===== src/rtl/sercom_pkg.sv =====
package sercom_pkg;
  typedef logic [7:0] byte_t;
  localparam byte_t    CH_PAUSE  = 8'h13;
  localparam byte_t    CH_RESUME = 8'h11;
  localparam logic [3:0] OS_LAST  = 4'd15;
  localparam logic [3:0] OS_MID   = 4'd7;
  localparam logic [3:0] BIT_STOP = 4'd9;
endpackage


===== src/rtl/sercom_baudgen.sv =====
module sercom_baudgen #(
  parameter int DIV_W = 16
) (
  input  logic             clk,
  input  logic             rst_n,
  input  logic [DIV_W-1:0] div,
  output logic             tick
);
  logic [DIV_W-1:0] cnt;
  logic [DIV_W-1:0] lim;

  assign lim  = (div == '0) ? '0 : div - DIV_W'(1);
  assign tick = (cnt >= lim);

  always_ff @(posedge clk) begin
    if (!rst_n)    cnt <= '0;
    else if (tick) cnt <= '0;
    else           cnt <= cnt + DIV_W'(1);
  end
endmodule


===== src/rtl/sercom_tx.sv =====
module sercom_tx
  import sercom_pkg::*;
(
  input  logic  clk,
  input  logic  rst_n,
  input  logic  tick,
  input  logic  tx_valid,
  input  byte_t tx_data,
  output logic  tx_ready,
  input  logic  cts_ok,
  input  logic  pause,
  input  logic  ctrl_req,
  input  byte_t ctrl_byte,
  output logic  ctrl_ack,
  output logic  txd
);
  logic       hold_full;
  byte_t      hold_data;
  logic       busy;
  logic       cur_ctrl;
  logic [9:0] shreg;
  logic [3:0] os_cnt;
  logic [3:0] bit_idx;
  logic       start_ctrl, start_data, accept;

  assign accept     = tx_valid && !hold_full;
  assign start_ctrl = tick && !busy && cts_ok && ctrl_req;
  assign start_data = tick && !busy && cts_ok && !pause && hold_full && !start_ctrl;
  assign tx_ready   = !hold_full;
  assign ctrl_ack   = start_ctrl;
  assign txd        = busy ? shreg[0] : 1'b1;

  always_ff @(posedge clk) begin
    if (!rst_n) begin
      hold_full <= 1'b0;
      hold_data <= '0;
    end else begin
      hold_full <= (hold_full && !start_data) || accept;
      if (accept) hold_data <= tx_data;
    end
  end

  always_ff @(posedge clk) begin
    if (!rst_n) begin
      busy     <= 1'b0;
      cur_ctrl <= 1'b0;
      shreg    <= '1;
      os_cnt   <= '0;
      bit_idx  <= '0;
    end else if (start_ctrl || start_data) begin
      busy     <= 1'b1;
      cur_ctrl <= start_ctrl;
      shreg    <= {1'b1, (start_ctrl ? ctrl_byte : hold_data), 1'b0};
      os_cnt   <= '0;
      bit_idx  <= '0;
    end else if (busy && tick) begin
      if (os_cnt == OS_LAST) begin
        os_cnt <= '0;
        shreg  <= {1'b1, shreg[9:1]};
        if (bit_idx == BIT_STOP) busy <= 1'b0;
        else bit_idx <= bit_idx + 4'd1;
      end else begin
        os_cnt <= os_cnt + 4'd1;
      end
    end
  end

  // a frame only begins after a cycle with clear-to-send granted
  a_r7_cts_gate: assert property (@(posedge clk) disable iff (!rst_n)
    $rose(busy) |-> $past(cts_ok));
  // a data frame never begins while paused
  a_r8_pause_gate: assert property (@(posedge clk) disable iff (!rst_n)
    ($rose(busy) && !cur_ctrl) |-> $past(!pause));
  // the held byte waits unchanged for its frame
  a_r3_hold_stable: assert property (@(posedge clk) disable iff (!rst_n)
    (hold_full && !start_data) |=> (hold_full && $stable(hold_data)));
endmodule


===== src/rtl/sercom_rx.sv =====
module sercom_rx
  import sercom_pkg::*;
(
  input  logic  clk,
  input  logic  rst_n,
  input  logic  tick,
  input  logic  rxd,
  input  logic  xon_en,
  input  logic  rx_ready,
  output logic  rx_valid,
  output byte_t rx_data,
  output logic  overrun,
  output logic  pause_seen,
  output logic  resume_seen
);
  logic       rx_m, rx_s;
  logic       busy;
  logic [3:0] os_cnt;
  logic [3:0] bit_idx;
  byte_t      shreg;
  logic       frame_ok, is_pause, is_resume, store, take, room, mid;

  assign mid         = tick && busy && (os_cnt == OS_MID);
  assign frame_ok    = mid && (bit_idx == BIT_STOP) && rx_s;
  assign is_pause    = xon_en && (shreg == CH_PAUSE);
  assign is_resume   = xon_en && (shreg == CH_RESUME);
  assign store       = frame_ok && !is_pause && !is_resume;
  assign take        = rx_valid && rx_ready;
  assign room        = !rx_valid || take;
  assign pause_seen  = frame_ok && is_pause;
  assign resume_seen = frame_ok && is_resume;

  always_ff @(posedge clk) begin
    if (!rst_n) begin
      rx_m <= 1'b1;
      rx_s <= 1'b1;
    end else begin
      rx_m <= rxd;
      rx_s <= rx_m;
    end
  end

  always_ff @(posedge clk) begin
    if (!rst_n) begin
      busy    <= 1'b0;
      os_cnt  <= '0;
      bit_idx <= '0;
      shreg   <= '0;
    end else if (tick) begin
      if (!busy) begin
        if (!rx_s) begin
          busy    <= 1'b1;
          os_cnt  <= '0;
          bit_idx <= '0;
        end
      end else if (os_cnt == OS_MID && bit_idx == BIT_STOP) begin
        busy <= 1'b0;
      end else if (os_cnt == OS_MID && bit_idx == 4'd0 && rx_s) begin
        busy <= 1'b0;
      end else begin
        if (os_cnt == OS_MID && bit_idx != 4'd0) shreg <= {rx_s, shreg[7:1]};
        if (os_cnt == OS_LAST) begin
          os_cnt  <= '0;
          bit_idx <= bit_idx + 4'd1;
        end else begin
          os_cnt <= os_cnt + 4'd1;
        end
      end
    end
  end

  always_ff @(posedge clk) begin
    if (!rst_n) begin
      rx_valid <= 1'b0;
      rx_data  <= '0;
      overrun  <= 1'b0;
    end else begin
      if (store && room) begin
        rx_valid <= 1'b1;
        rx_data  <= shreg;
      end else if (take) begin
        rx_valid <= 1'b0;
      end
      if (store && !room) overrun <= 1'b1;
      else if (take)      overrun <= 1'b0;
    end
  end

  // an unread byte stays on the output unchanged
  a_r4_rx_hold: assert property (@(posedge clk) disable iff (!rst_n)
    (rx_valid && !rx_ready) |=> (rx_valid && $stable(rx_data)));
  // overrun can only rise while a byte was already waiting
  a_r5_overrun_cause: assert property (@(posedge clk) disable iff (!rst_n)
    $rose(overrun) |-> $past(rx_valid));
endmodule


===== src/rtl/sercom_flow.sv =====
module sercom_flow
  import sercom_pkg::*;
#(
  parameter int DIV_W = 16
) (
  input  logic             clk,
  input  logic             rst_n,
  input  logic [DIV_W-1:0] baud_div,
  input  logic             cts_en,
  input  logic             xon_en,
  input  logic             tx_valid,
  output logic             tx_ready,
  input  logic [7:0]       tx_data,
  output logic             rx_valid,
  input  logic             rx_ready,
  output logic [7:0]       rx_data,
  output logic             txd,
  input  logic             rxd,
  input  logic             cts_n,
  output logic             rts_n,
  output logic             overrun,
  output logic             tx_paused,
  output logic             irq_tx,
  output logic             irq_rx,
  output logic             dma_tx_req,
  output logic             dma_rx_req
);
  logic  tick;
  logic  pause_seen, resume_seen;
  logic  pause_sent;
  logic  need_pause, need_resume;
  logic  ctrl_req, ctrl_ack, cts_ok;
  byte_t ctrl_byte;

  assign cts_ok      = !cts_en || !cts_n;
  assign need_pause  = xon_en && rx_valid && !pause_sent;
  assign need_resume = pause_sent && !rx_valid;
  assign ctrl_req    = need_pause || need_resume;
  assign ctrl_byte   = need_pause ? CH_PAUSE : CH_RESUME;

  sercom_baudgen #(.DIV_W(DIV_W)) u_baud (
    .clk(clk), .rst_n(rst_n), .div(baud_div), .tick(tick)
  );

  sercom_tx u_tx (
    .clk(clk), .rst_n(rst_n), .tick(tick),
    .tx_valid(tx_valid), .tx_data(tx_data), .tx_ready(tx_ready),
    .cts_ok(cts_ok), .pause(tx_paused),
    .ctrl_req(ctrl_req), .ctrl_byte(ctrl_byte), .ctrl_ack(ctrl_ack),
    .txd(txd)
  );

  sercom_rx u_rx (
    .clk(clk), .rst_n(rst_n), .tick(tick), .rxd(rxd), .xon_en(xon_en),
    .rx_ready(rx_ready), .rx_valid(rx_valid), .rx_data(rx_data),
    .overrun(overrun), .pause_seen(pause_seen), .resume_seen(resume_seen)
  );

  always_ff @(posedge clk) begin
    if (!rst_n)           tx_paused <= 1'b0;
    else if (!xon_en)     tx_paused <= 1'b0;
    else if (pause_seen)  tx_paused <= 1'b1;
    else if (resume_seen) tx_paused <= 1'b0;
  end

  always_ff @(posedge clk) begin
    if (!rst_n)        pause_sent <= 1'b0;
    else if (ctrl_ack) pause_sent <= need_pause;
  end

  assign rts_n      = rx_valid;
  assign irq_rx     = rx_valid || overrun;
  assign dma_rx_req = rx_valid;
  assign irq_tx     = tx_ready;
  assign dma_tx_req = tx_ready;

  // the record of a sent pause character only moves when a control frame starts
  a_r9_pause_record: assert property (@(posedge clk) disable iff (!rst_n)
    !$stable(pause_sent) |-> $past(ctrl_ack));
endmodule


===== config.mk =====
export PLATFORM = sky130hd
export DESIGN_NAME = sercom_flow
export DESIGN_NICKNAME = d
export VERILOG_FILES = /design/src/rtl/sercom_pkg.sv /design/src/rtl/sercom_baudgen.sv /design/src/rtl/sercom_tx.sv /design/src/rtl/sercom_rx.sv /design/src/rtl/sercom_flow.sv
export SDC_FILE = /design/constraint.sdc
export NUM_CORES = 1
export LEC_CHECK = 0
export ABC_AREA = 1
export ABC_CLOCK_PERIOD_IN_PS = 2700
export BUFFER_PORTS_ARGS = -buffer_cell sky130_fd_sc_hd__buf_2
export CAP_MARGIN = 30
export CORE_ASPECT_RATIO = 1.25
export CORE_MARGIN = 10
export CORE_UTILIZATION = 35
export CTS_CLUSTER_SIZE = 14
export DETAILED_ROUTE_END_ITERATION = 10
export PLACE_DENSITY = 0.51
export SLEW_MARGIN = 20
export SYNTH_ARGS = -nofsm -noshare
export SYNTH_HDL_FRONTEND = slang
export SYNTH_HIERARCHICAL = 1
export SYNTH_SLANG_ARGS = --single-unit

===== constraint.sdc =====
create_clock -name clk -period 2.7 [get_ports clk]
set_input_delay 0.405 -clock clk [delete_from_list [all_inputs] [get_ports clk]]
set_output_delay 0.405 -clock clk [all_outputs]
set_load 0.02 [all_outputs]

# Word-level counts from Yosys, hierarchy flattened
# Cells that the tools add are included.
[word_totals]
latchBits = 0
mem_count = 0
mem_bits_ro = 0
ramBits = 0
out_inout_bits = 18
wordCells = 135
inputBits = 32
register_bits = 74
[classes]
shift = 0
n_div = 0
n_bitwise = 4
eq_ne = 11
n_addsub = 6
multipliers = 0
mux = 30
order_cmp = 1
reduce_logical = 65
[op_table]
columns = ["op", "n"]
rows = [
  ["$mux 4", 10],
  ["$logic_and 1x1->1", 29],
  ["$mux 9", 3],
  ["$add 16x1->16 const B", 1],
  ["$add 4x1->4 const B", 4],
  ["$eq 4x4->1 const B", 4],
  ["$eq 8x5->1 const B", 2],
  ["$ge 16x16->1", 1],
  ["$logic_not 16->1", 1],
  ["$mux 16", 1],
  ["$sub 16x1->16 const B", 1],
  ["$mux 1", 14],
  ["$logic_not 1->1", 12],
  ["$reduce_bool 2->1", 6],
  ["$reduce_and 5->1", 2],
  ["$mux 8", 1],
  ["$ne 2x2->1 const B", 4],
  ["$logic_or 1x1->1", 6],
  ["$reduce_and 3->1", 2],
  ["$eq 4x3->1 const B", 1],
  ["$logic_not 4->1", 1],
  ["$not 1->1", 4],
  ["$reduce_and 2->1", 2],
  ["$reduce_and 4->1", 1],
  ["3 further kinds", 4],
]

# Logic depth before layout (Yosys ltp)
# Gate-level depths: netlist of the first run.
[logic_depth]
word_depth = 11
mapped_depth = 25
mapped_depth_nobuf = 25

# Cells and area by module
# The synthesis of the first run kept the hierarchy.
[modules_own_cells]
columns = ["module", "cells_each", "seq_area_each_um2", "area_each_um2", "n_inst"]
rows = [
  ["sercom_baudgen", 256, 320.3, 1712.9, 1],
  ["sercom_rx", 197, 580.6, 1381.3, 1],
  ["sercom_tx", 196, 540.5, 1358.8, 1],
  ["sercom_flow", 20, 40.0, 136.4, 1],
]

# Least setup slack after synthesis of the first run
# Ideal clock, no wire load.
[synth_timing]
path_type = "input to register"
start = "input baud_div[1]"
end = "register tx_paused"
required_time_ns = 2.586
setup_slack_ns = -0.243
stages = 23
setup_ns = 0.114
arrival_time_ns = 2.829
cell_sequence = "inv_1 -> ha_1 -> inv_1 -> nor2_4 -> nand2_2 -> nor2_4 -> nand2_1 -> o21ai_1 -> nand3_1 -> ha_1 -> nand2_1 -> o21ai_0 -> nor2_2 -> nand2_1 -> nand2_1 -> inv_1 -> nand2_2 -> nor2_4 -> inv_1 -> nor4_1 -> inv_1 -> a21oi_1 -> nor2_1"
[synth_via]
elab_chain_len = 9
[synth_lines]
columns = ["item", "line_no", "text"]
rows = [
  ["start, declared", "sercom_flow.sv:8", "input logic [DIV_W-1:0] baud_div,"],
  ["$sub 16x1->16 or $logic_not 16->1 (tied branches)", "sercom_baudgen.sv:12", "assign lim = (div == '0) ? '0 : div - DIV_W'(1);"],
  ["$mux 16 *", "sercom_baudgen.sv:12", ""],
  ["$ge 16x16->1 *", "sercom_baudgen.sv:13", "assign tick = (cnt >= lim);"],
  ["net tick", "sercom_flow.sv:28", "logic tick;"],
  ["$logic_and 1x1->1 * (2 in a row)", "sercom_rx.sv:23", "assign mid = tick && busy && (os_cnt == OS_MID);"],
  ["$logic_and 1x1->1 * (2 in a row)", "sercom_rx.sv:24", "assign frame_ok = mid && (bit_idx == BIT_STOP) && rx_s;"],
  ["$logic_and 1x1->1 *", "sercom_rx.sv:31", "assign resume_seen = frame_ok && is_resume;"],
  ["net resume_seen", "sercom_flow.sv:29", "logic pause_seen, resume_seen;"],
  ["$reduce_bool 2->1 (no line) *", "n/a", ""],
  ["end signal, assigned", "sercom_flow.sv:60", "if (!rst_n) tx_paused <= 1'b0;"],
  ["end signal, assigned", "sercom_flow.sv:61", "else if (!xon_en) tx_paused <= 1'b0;"],
  ["end signal, assigned", "sercom_flow.sv:62", "else if (pause_seen) tx_paused <= 1'b1;"],
  ["end, declared", "sercom_flow.sv:22", "output logic tx_paused,"],
]
# The timed path passes the listed nets; every way through them passes the cells marked *.
# A chain may end at the register's enable or synchronous reset.

# Final worst setup path of the first run
[layout_timing]
start = "input baud_div[6]"
end = "register u_rx.rx_data[5]"
[layout_via]
elab_chain_len = 10
[layout_lines]
columns = ["item", "line_no", "text"]
rows = [
  ["$sub 16x1->16 or $logic_not 16->1 (tied branches)", "sercom_baudgen.sv:12", ""],
  ["$mux 16 *", "sercom_baudgen.sv:12", ""],
  ["$ge 16x16->1 *", "sercom_baudgen.sv:13", ""],
  ["net tick", "sercom_flow.sv:28", ""],
  ["$logic_and 1x1->1 * (2 in a row)", "sercom_rx.sv:23", ""],
  ["$logic_and 1x1->1 * (2 in a row)", "sercom_rx.sv:24", ""],
  ["$logic_and 1x1->1 * (2 in a row)", "sercom_rx.sv:27", "assign store = frame_ok && !is_pause && !is_resume;"],
  ["$logic_and 1x1->1 *", "sercom_rx.sv:78", "if (store && room) begin"],
  ["end signal, assigned", "sercom_rx.sv:80", "rx_data <= shreg;"],
  ["end, declared", "sercom_rx.sv:11", "output byte_t rx_data,"],
]
# Marks and branches as above.

==> run metrics, run 1 <==
outcome finished, final reports clean; final period utilization approximately 100%; initial antenna violation count 0; CTS Root Cell clkbuf_16; final net count roughly 830; Leak Pwr 2.82 nW; Layout area overhead 36.3%; first drt pass iteration count 4; CTS Sinks 74; critical path peak fanout 8; cell row count 46; placed insts between 900 and 1000; setup ws final roughly 0.01 ns; post-synth cell types 33; critical path class in2reg; initial DRC count ~240; Max-slew headroom a little over two fifths; fin area 6250 sq um; CP endpoint kind register; Clk Latency, worst-skew pair about 0.33 ns; dpl cell area 5370 sq um; first-pass GRT wire length between 15000 and 20000 um; Placer Congestion about 0.78; RSZ-0062 raised after global routing yes; all-layer global routing usage 12.8%; net switching power around 630 uW; Cells after Synth ~670; Core Region around 13000 sq um; die height between 100 and 150 um; Avg Synthesized Cell Area 6.86 sq um; drt wl/cell about 12 um; vias in the first global route around 4400; Required @ worst endpoint roughly 3 ns; Non-Filler Instances ~950; Clock Skews 0.00771 ns; DRC violations left 0; clock network power share between 40% and 50%; sequential group share of total power between 40 and 50%; post-DP HPWL approximately 8700 um; Tmin final around 2.7 ns; commonest non-fill, non-tap cell in the layout nand2_1; final setup vio count 0; Comb pwr share a little under 10%; leading cell types in the layout, fill and taps excluded nand2_1 (129), inv_1 (82), dfxtp_1 (74); Power per Cell Area about 400 nW/um^2; full die area ~18000 sq um; clock slew seen by the registers of the worst setup and hold paths around 0.06 ns; Max clock buf depth 2; R2R Setup Slk just over 0.5 ns; H-tree Lvls 3; CTS tree done; Hold Path Class in2reg; total global routing overflow 0; Via density 4.68; Seq/Total Area, Yosys around a third; Max-Cap Viols 0; sw frac around a quarter; Internal Power about 1.9 mW; post-layout util approximately 49%; Syn. warnings 6; CTS Buf Count 9; Startpoint Class input port; largest vdd supply drop 0.320 mV; Vias about 4400; Slew @ Worst Pin between 0.8 and 0.9 ns; post-route ant nets 0; final wirelength 11700 um; Critical Path AT 2.96 ns; fraction of layout cells with a size suffix above 1 between 30% and 40%; n_diodes 0; FILL cells 1331; Initial Utilization between 30% and 40%; synthesis-stage register bit count between 70 and 80; Final Hold Fails 0; final number of max-transition violations 0; Post-Syn Area 4590 sq um; IO Pins 50; largest net degree at the start of global routing 29; Post-CTS Hold Fix Bufs 0; Post-Place Setup Slack -0.677 ns; Port-buffer cells slightly below 50; Max Fclk 0.372 GHz; Die Wd 122 um
## power by group through the flow
stage,Combinational [mW],Clock [mW],Sequential [mW]
5_1_grt,0.282,1.20,1.12
3_3_place_gp,0.206,0,1.14
3_5_place_dp,0.210,0,1.15
6_report,0.247,1.12,1.12
4_1_cts,0.233,1.16,1.12
2_1_floorplan,0.126,0,1.14
## sequential cells by signal, indices dropped and copies added, names as in the netlist, 8 cells and up
name            count
u_rx/rx_data        8
u_tx/hold_data      8
u_rx/shreg          8
u_baud/cnt         16
u_tx/shreg          9
## area by class of cell
type                       instances  area, sq um  share of cell area [%]
sequential                        74         1480                    23.7
clock inverter                     6         41.3                   0.660
inverter                          97          405                    6.48
timing repair buffer             104          733                    11.7
tap                              168          210                    3.36
multi-input combinational        489         3140                    50.3
clock buffer                      10          239                    3.82
## Yosys cell counts (all sizes together)
cell type | n | area share [%]
nand4 | 22 | 3.1
buf | 12 | 2.2
nor4 | 3 | 0.55
conb | 2 | 0.16
nand3b | 1 | 0.44
or2 | 11 | 1.5
nand2 | 156 | 14
nand3 | 70 | 8.6
a21oi | 35 | 3.8
clkinv | 4 | 0.33
xor2 | 10 | 1.9
xnor2 | 6 | 1.1
o21ai | 33 | 3.8
dfxtp | 74 | 32
clkbuf | 3 | 0.25
nor3 | 8 | 0.98
inv | 93 | 7.6
ha | 26 | 7.1
nor2 | 100 | 11
## worst max-delay path: stages
cell and delay, ns:
buf_2 0.12, or2_1 0.25, nor2_2 0.10, nand2_2 0.09, nor2_4 0.13, nand2_1 0.06
nand2_1 0.11, nand3_4 0.09, ha_4 0.28, nand4_1 0.13, nor2_1 0.14, nand2_2 0.09
nand2_4 0.11, nand2_4 0.07, inv_4 0.07, nand2_4 0.05, nor2_4 0.14, buf_12 0.13
nand3_4 0.13, nand2_1 0.10, nand2_1 0.06, nor2_1 0.10
## final timing paths
path,end,cells after the start,from
setup / recovery,u_rx/rx_data[5]$_SDFFE_PN0P_,22,baud_div[6]
setup reg to reg,u_rx/rx_data[5]$_SDFFE_PN0P_,17,u_baud/cnt[0]$_SDFF_PP0_
hold / removal,u_rx/rx_m$_SDFF_PN1_,2,rxd
hold reg to reg,u_rx/rx_s$_SDFF_PN1_,1,u_rx/rx_m$_SDFF_PN1_
## kinds of logic (layout without fill, tap and decap cells)
group                      Yosys count  after routing  synth area share, %
and+or+nand+nor                    371            372                 39.5
buffers and inverters              112            217                 10.4
DFF                                 74             74                 32.3
AOI/OAI and AO/OA                   68             68                 7.58
adders and majority gates           26             26                 7.09
xor gates and xnor gates            16             16                 3.05
other                                2              7                0.164
## per-stage QoR
stage               total power, mW  setup TNS (ns)  hold slack (ns)
global placement               1.35          -22.23            0.395
detailed placement             1.36          -25.90            0.402
finish                         2.49               0            0.252
CTS                            2.52          -0.114            0.238
global route                   2.61           -2.65            0.247
floorplan                      1.27          -0.704            0.393
## layer usage
layer / vias up / GRT usage, % / part of all wire, % / wire length, um
met5: - / 0 / 0 / 0
met4: 0 / 5.31 / 2.0 / 237
met3: 16 / 2.90 / 4.0 / 463
met2: 57 / 23.5 / 51 / 5890
met1: 2024 / 13.7 / 43 / 5070
li1: 2342 / - / - / -
## repair_timing
item	in CTS	in global routing
resized for setup	59	56
pin swaps	37	30
buffers inserted	4	4
cloned	2	0
setup endpoints to repair	47	48
No activity file was read; power rests on OpenSTA's default activity.
==> run 2, diff against run 1 <==
MAX_ROUTING_LAYER = met4   (was default)
==> run 2 against run 1 <==
Compared with the run above: wire length grew 0.35%; design area down 0.14%; power is 0.29% higher; non-clock buffer count did not move; hold slack got worse by 0.0030 ns.
==> run metrics, run 2 (same netlist as run 1, synthesis figures left out) <==
all-layer global routing usage 13.2% (+0.40 points); Die Wd 122 um (unchanged); CTS Sinks 74 (unchanged); full die area 18100 sq um (unchanged); setup ws final 0.00627 ns (-0.00352 ns); first drt pass iteration count 5 (+1); Max stage delay cell, worst path ha_4; Top delay family on crit path simple AND/OR/NAND/NOR gates; dpl cell area 5370 sq um (unchanged); Post-Place Setup Slack -0.677 ns (unchanged); Slew @ Worst Pin 0.850 ns (-0.00727 ns); Hold Path Class in2reg; Final Hold Fails 0 (unchanged); Critical Path AT 2.97 ns (about the same); Core Region 12800 sq um (unchanged); IO Pins 50 (unchanged); drt wl/cell 12.3 um (+0.35%); Max-slew headroom 42.8% (+0.49 points); final setup vio count 0 (unchanged); WP buf/inv 3 (unchanged); clock slew seen by the registers of the worst setup and hold paths 0.06 ns (about the same); commonest non-fill, non-tap cell in the layout nand2_1; Vias 4461 (+0.50%); Largest register FFs 16 (unchanged); largest net degree at the start of global routing 29 (unchanged); Critical Path Most Common Cell nand2_1; Regs by FF count u_baud/cnt (16), u_tx/shreg (9); CTS Buf Count 9 (unchanged); fin area 6250 sq um (-0.14%); leading cell types in the layout, fill and taps excluded nand2_1 (129), inv_1 (82), dfxtp_1 (74); Worst Min Path Start rxd; Via density 4.71 (+0.50%); Max-Cap Viols 0 (unchanged); Required @ worst endpoint 2.97 ns (about the same); DRC violations left 0 (unchanged); Crit path largest cell delay 0.28 ns (about the same); CTS tree done; post-route ant nets 0 (unchanged); Power per Cell Area 400 nW/um^2 (+0.43%); cell row count 46 (unchanged); final number of max-transition violations 0 (unchanged); H-tree Lvls 3 (unchanged); Leak Pwr 2.81 nW (about the same); crit path from baud_div[6]; Clock Skews 0.00838 ns (+0.000670 ns); placed insts 923 (unchanged); fraction of layout cells with a size suffix above 1 33.5% (-0.26 points); Pwr Total 2.50 mW (+0.29%); initial DRC count 268 (+13%); critical path peak fanout 8 (unchanged); post-DP HPWL 8660 um (unchanged); post-layout util 48.9% (-0.068 points); Max Fclk 0.371 GHz (-0.13%); final period utilization 99.8% (+0.13 points); RSZ-0062 raised after global routing yes; CP endpoint kind register; outcome finished, final reports clean; initial antenna violation count 0 (unchanged); critical-path cell list buf_2 > or2_1 > nor2_2 > nand2_2 > nor2_4 > nand2_1 > nand2_1 > nand3_4 > ha_4 > nand4_1 > nor2_1 > nand2_2 > nand2_4 > nand2_4 > inv_4 > nand2_4 > nor2_4 > buf_12 > nand3_4 > nand2_1 > nand2_1 > nor2_1; Port-buffer cells 49 (unchanged); Placer Congestion 0.791 (+1.4%); critical path class in2reg; n_diodes 0 (unchanged); first-pass GRT wire length 19400 um (+0.10%); Tmin final 2.69 ns (+0.00352 ns); Layout area overhead 36.1%; Top reg by flops u_baud/cnt; Non-Filler Instances 948 (unchanged); final wirelength 11700 um (+0.35%); Initial Utilization 35.9% (unchanged); die height 148 um (unchanged); CTS Root Cell clkbuf_16; Max clock buf depth 2 (unchanged); total global routing overflow 0 (unchanged); Startpoint Class input port; vias in the first global route 4370 (-0.18%); Clk Latency, worst-skew pair 0.34 ns (about the same); largest vdd supply drop 0.319 mV (-0.42%); final net count 833 (unchanged); FF-to-FF Start u_baud/cnt[0]$_SDFF_PP0_
==> run 2: cell count changes in the layout (fill, tap and decap cells not counted) <==
cell	previous run	this run
a21oi_1	23	24
a21oi_2	12	11
nand3_1	49	50
nand3_2	14	13
==> run 2: where the power goes <==
group          total, mW  switching [mW]  internal [mW]
sequential          1.12          0.0130           1.11
clock               1.13           0.483          0.647
combinational      0.247           0.141          0.106
total               2.50           0.637           1.86
==> run 2: what timing repair did <==
action	CTS	global route
gates cloned	2	0
endpoints found under the setup margin	47	48
pin swaps	37	30
setup buffers	4	4
hold buffers	0	0
gates resized for setup	59	54
==> run 2: final timing paths <==
| path | to | slack [ns] | cells after the start |
|---|---|---|---|
| max | u_rx/rx_data[5]$_SDFFE_PN0P_ | 0.006 | 22 |
| min | u_rx/rx_m$_SDFF_PN1_ | 0.25 | 2 |
| max reg2reg | u_rx/rx_data[5]$_SDFFE_PN0P_ | 0.51 | 17 |
| min reg2reg | u_rx/rx_s$_SDFF_PN1_ | 0.41 | 1 |
==> run 2: per-layer routing <==
| metal | vias up | wire, um | global-route usage (%) |
|---|---|---|---|
| li1 | 2337 | - | - |
| met1 | 2029 | 5080 | 13.9 |
| met2 | 78 | 5870 | 23.4 |
| met3 | 17 | 509 | 2.82 |
| met4 | 0 | 239 | 5.31 |
| met5 | - | 0 | - |
==> run 2: per-stage QoR <==
step	setup TNS [ns]	hold WS, ns
finish	0	0.249
global route	-2.54	0.244
CTS	-0.114	0.238
detailed placement	-25.90	0.402
global placement	-22.23	0.395
floorplan	-0.704	0.393
==> run 2: area by class of cell <==
cell class / instances / area (sq um)
Fill cell: 1333 / 6530
Multi-Input combinational cell: 489 / 3140
Sequential cell: 74 / 1480
Timing Repair Buffer: 104 / 733
Inverter: 97 / 405
Clock buffer: 10 / 239
Tap cell: 168 / 210
Clock inverter: 6 / 41.3
==> run 3, diff against run 2 <==
CORE_UTILIZATION = 53   (was 35)
PLACE_DENSITY = 0.73   (was 0.51)
SYNTH_HIERARCHICAL = default   (was 1)
==> run 3 against run 2 <==
Compared with the run above: the run now ends with negative setup slack left; sequential share of layout area increased by 3.4 points; sequential cell count unchanged; core utilization increased by 21 points; die area decreased by 34%; final cell count decreased by 17%.
==> run metrics, run 3 <==
top-count cell post-synth nand2_1; dpl cell area 4770 sq um (-11%); Critical Path AT 3.04 ns (+0.07 ns); R2R Setup Slk 0.67 ns (+0.16 ns); initial DRC count 141 (-47%); leading cell types in the layout, fill and taps excluded nand2_1 (110), dfxtp_1 (74), inv_1 (64), nor2_1 (64), buf_2 (45); synth top area cells dfxtp_1 (35%), nand2_1 (11%), ha_1 (7.7%); Max-Cap Viols 0 (unchanged); Placer Congestion 0.868 (+9.8%); Post-synth top cells nand2_1 (123), nor2_1 (76), dfxtp_1 (74), inv_1 (71), a21oi_1 (40); failing checks negative setup slack; largest vdd supply drop 0.362 mV (+14%); register area 1480 sq um (unchanged); Post-CTS Hold Fix Bufs 0 (unchanged); IO Pins 50 (unchanged); clock slew seen by the registers of the worst setup and hold paths 0.07 ns (about the same); top cell type by total area after synthesis dfxtp_1; fraction of layout cells with a size suffix above 1 30.7% (-2.7 points); Hold Path Depth 2 (unchanged); first drt pass iteration count 4 (-1); Comb pwr share 10.0% (about the same); Synth top area share 34.9% (+2.6 points); Vias 4203 (-5.8%); Port-buffer cells 49 (unchanged); post-synth cell types 47 (+42%); Crit path largest cell delay 0.29 ns (about the same); critical path peak fanout 7 (-1); Seq/Total Area, Yosys 34.9% (+2.6 points); Max Fclk 0.362 GHz (-2.5%); post-synth net total around 650; Internal Power 1.63 mW (-13%); number of flops mapped to enable cells by yosys 0 (unchanged); net switching power 561 uW (-12%); final number of max-transition violations 0 (unchanged); CTS tree done; Slew @ Worst Pin 0.800 ns (-0.0500 ns); all-layer global routing usage 17.2% (+3.9 points); worst hold slack 0.240 ns (-0.00847 ns); Tmin final 2.76 ns (+0.0684 ns); async set-reset flop share out of synthesis 0% (unchanged); Via density 5.35 (+14%); Largest register FFs 16 (unchanged); multi-input logic area 2770 sq um (-12%); vias in the first global route 4097 (-6.2%); die height 120 um (-19%); H-tree Lvls 3 (unchanged); DRC violations left 0 (unchanged); placed insts 759 (-18%); final net count 743 (-11%); total global routing overflow 0 (unchanged); post-route ant nets 0 (unchanged); CTS Root Cell clkbuf_8; FF-to-FF Start u_rx.os_cnt[0]$_SDFFE_PN0P_; Initial Utilization 54.5% (+19 points); Avg Synthesized Cell Area 7.13 sq um (+4.0%); Hold Path Class in2reg; Max-slew headroom 46.5% (+3.7 points); Die Wd 100 um (-18%); Worst Hold Endpoint u_rx.rx_m$_SDFF_PN1_; Post-synth top flop dfxtp_1; full die area 12000 sq um (-34%); Max clock buf depth 2 (unchanged); Startpoint Class input port; Reg2Reg Capture Point u_rx.rx_data[0]$_SDFFE_PN0P_; Syn. warnings 0 (-6); CP endpoint kind register; CTS Sinks 74 (unchanged); commonest non-fill, non-tap cell in the layout nand2_1; critical path class in2reg; Non-Filler Instances 785 (-17%); Power per Cell Area 400 nW/um^2 (about the same); Required @ worst endpoint 2.98 ns (about the same); final setup vio count 14 (+14); initial antenna violation count 0 (unchanged); largest net degree at the start of global routing 35 (+21%); Worst Reg-to-Reg Cells 9 (-8); cell row count 36 (-22%); Regs by FF count u_baud.cnt (16), u_tx.shreg (9); Worst Min Path Start rxd; Max stage delay cell, worst path ha_4; fin area 5470 sq um (-12%); drt wl/cell 14.0 um (+13%); setup ws final -0.0622 ns (-0.0684 ns); Cells after Synth 595 (-11%); Clk Latency, worst-skew pair 0.35 ns (about the same); CTS Buf Count 9 (unchanged); Post-Syn Area 4240 sq um (-7.5%); clock network power share 38.9% (-6.3 points); n_diodes 0 (unchanged); final wirelength 11000 um (-6.0%); Core Region 7790 sq um (-39%); synthesis-stage register bit count 74 (unchanged); RSZ-0062 raised after global routing yes; Layout area overhead 28.9%; Leak Pwr 2.44 nW (-13%); final period utilization 102% (+2.5 points); sw frac 25.6% (+0.13 points); critical-path cell list buf_6 > nor2_4 > inv_2 > nor3_4 > nand2_2 > nor2_4 > nand4_1 > xor2_1 > nand2_1 > ha_4 > nand4_1 > nor2_1 > nand2_2 > nand2_4 > buf_6 > nand3_4 > or2_1 > a21oi_2; post-layout util 70.2% (+21 points); outcome finished, violations left; Top reg by flops u_baud.cnt; first-pass GRT wire length 17300 um (-11%); sequential group share of total power 51.1% (+6.2 points); post-DP HPWL 7380 um (-15%); Final Hold Fails 0 (unchanged); FILL cells 647 (-51%); Clock Skews 0.0151 ns (+0.00669 ns)
## run 3: cell types whose count changed after synthesis, moves of 5 or more
| cell | before | now |
|---|---|---|
| a21oi_1 | 35 | 40 |
| inv_1 | 90 | 71 |
| nand2_1 | 142 | 123 |
| nand2_2 | 14 | 6 |
| nand3_1 | 64 | 38 |
| nand3b_1 | 0 | 9 |
| nand4_1 | 21 | 16 |
| nor2_1 | 71 | 76 |
| nor2_2 | 20 | 2 |
| nor2_4 | 9 | 1 |
## run 3: metal layers
metal | global-route usage, % | up-vias | wire length [um]
met1 | 18.4 | 1966 | 4580
met2 | 30.5 | 88 | 5830
li1 | - | 2128 | -
met4 | 5.93 | 0 | 214
met3 | 3.44 | 21 | 378
met5 | - | - | 0
## run 3: logic make-up (layout without fill, tap and decap cells)
group | Yosys count | count (layout) | share of synthesized area (%)
buf+inv | 90 | 182 | 9.26
flops | 74 | 74 | 34.9
xor+xnor | 15 | 15 | 3.10
simple gates | 307 | 310 | 34.1
compound gates | 83 | 83 | 11.0
fa+ha+maj | 26 | 26 | 7.67
## run 3: cell type report
type / count / share of cell area (%)
multi-input cells: 434 / 50.7
repair buffers: 92 / 11.4
well taps: 95 / 2.17
clock inverters: 6 / 1.19
flip-flops and latches: 74 / 27.1
inverters: 74 / 5.17
clock buffers: 10 / 2.33
## run 3: power by group through the flow
stage,Clock (mW),Sequential [mW],Combinational [mW]
final,0.851,1.12,0.220
after global routing,0.907,1.12,0.249
after global placement,0,1.14,0.186
after CTS,0.860,1.12,0.194
after floorplan,0,1.14,0.116
after detailed placement,0,1.14,0.191
## run 3: stage by stage
stage          setup slack (ns)  power (mW)  TNS, ns
3_3_place_gp             -0.376        1.33   -17.16
3_5_place_dp             -0.523        1.33   -25.63
4_1_cts                 -0.0342        2.17  -0.0588
5_1_grt                  -0.168        2.28    -3.75
6_report                -0.0622        2.19   -0.289
2_1_floorplan            0.0146        1.26        0
## run 3: worst max path at each step
stage	start	end	cells past startpoint	slack, ns
finish	baud_div[4]	pause_sent$_SDFFE_PN0P_	18	-0.06
global route	baud_div[2]	pause_sent$_SDFFE_PN0P_	18	-0.17
CTS	baud_div[0]	u_rx.rx_data[0]$_SDFFE_PN0P_	19	-0.03
detailed placement	baud_div[5]	u_rx.rx_data[4]$_SDFFE_PN0P_	19	-0.52
global placement	baud_div[5]	u_rx.rx_data[4]$_SDFFE_PN0P_	19	-0.38
floorplan	baud_div[7]	u_rx.shreg[3]$_SDFFE_PN0P_	18	0.01
## run 3: repair_timing
item | CTS | global route
endpoints found under the setup margin | 50 | 64
cloned | 1 | 2
hold endpoints to repair | 0 | 0
pin swaps | 3 | 25
setup buffers | 2 | 5
resized for setup | 7 | 111
## run 3: worst max-delay path: cells and delay by family
family	cells	cell delay, ns
xor gates and xnor gates	1	0.21
adders and majority gates	1	0.29
and+or+nand+nor	12	1.69
AOI/OAI and AO/OA	1	0.11
buffers and inverters	3	0.31
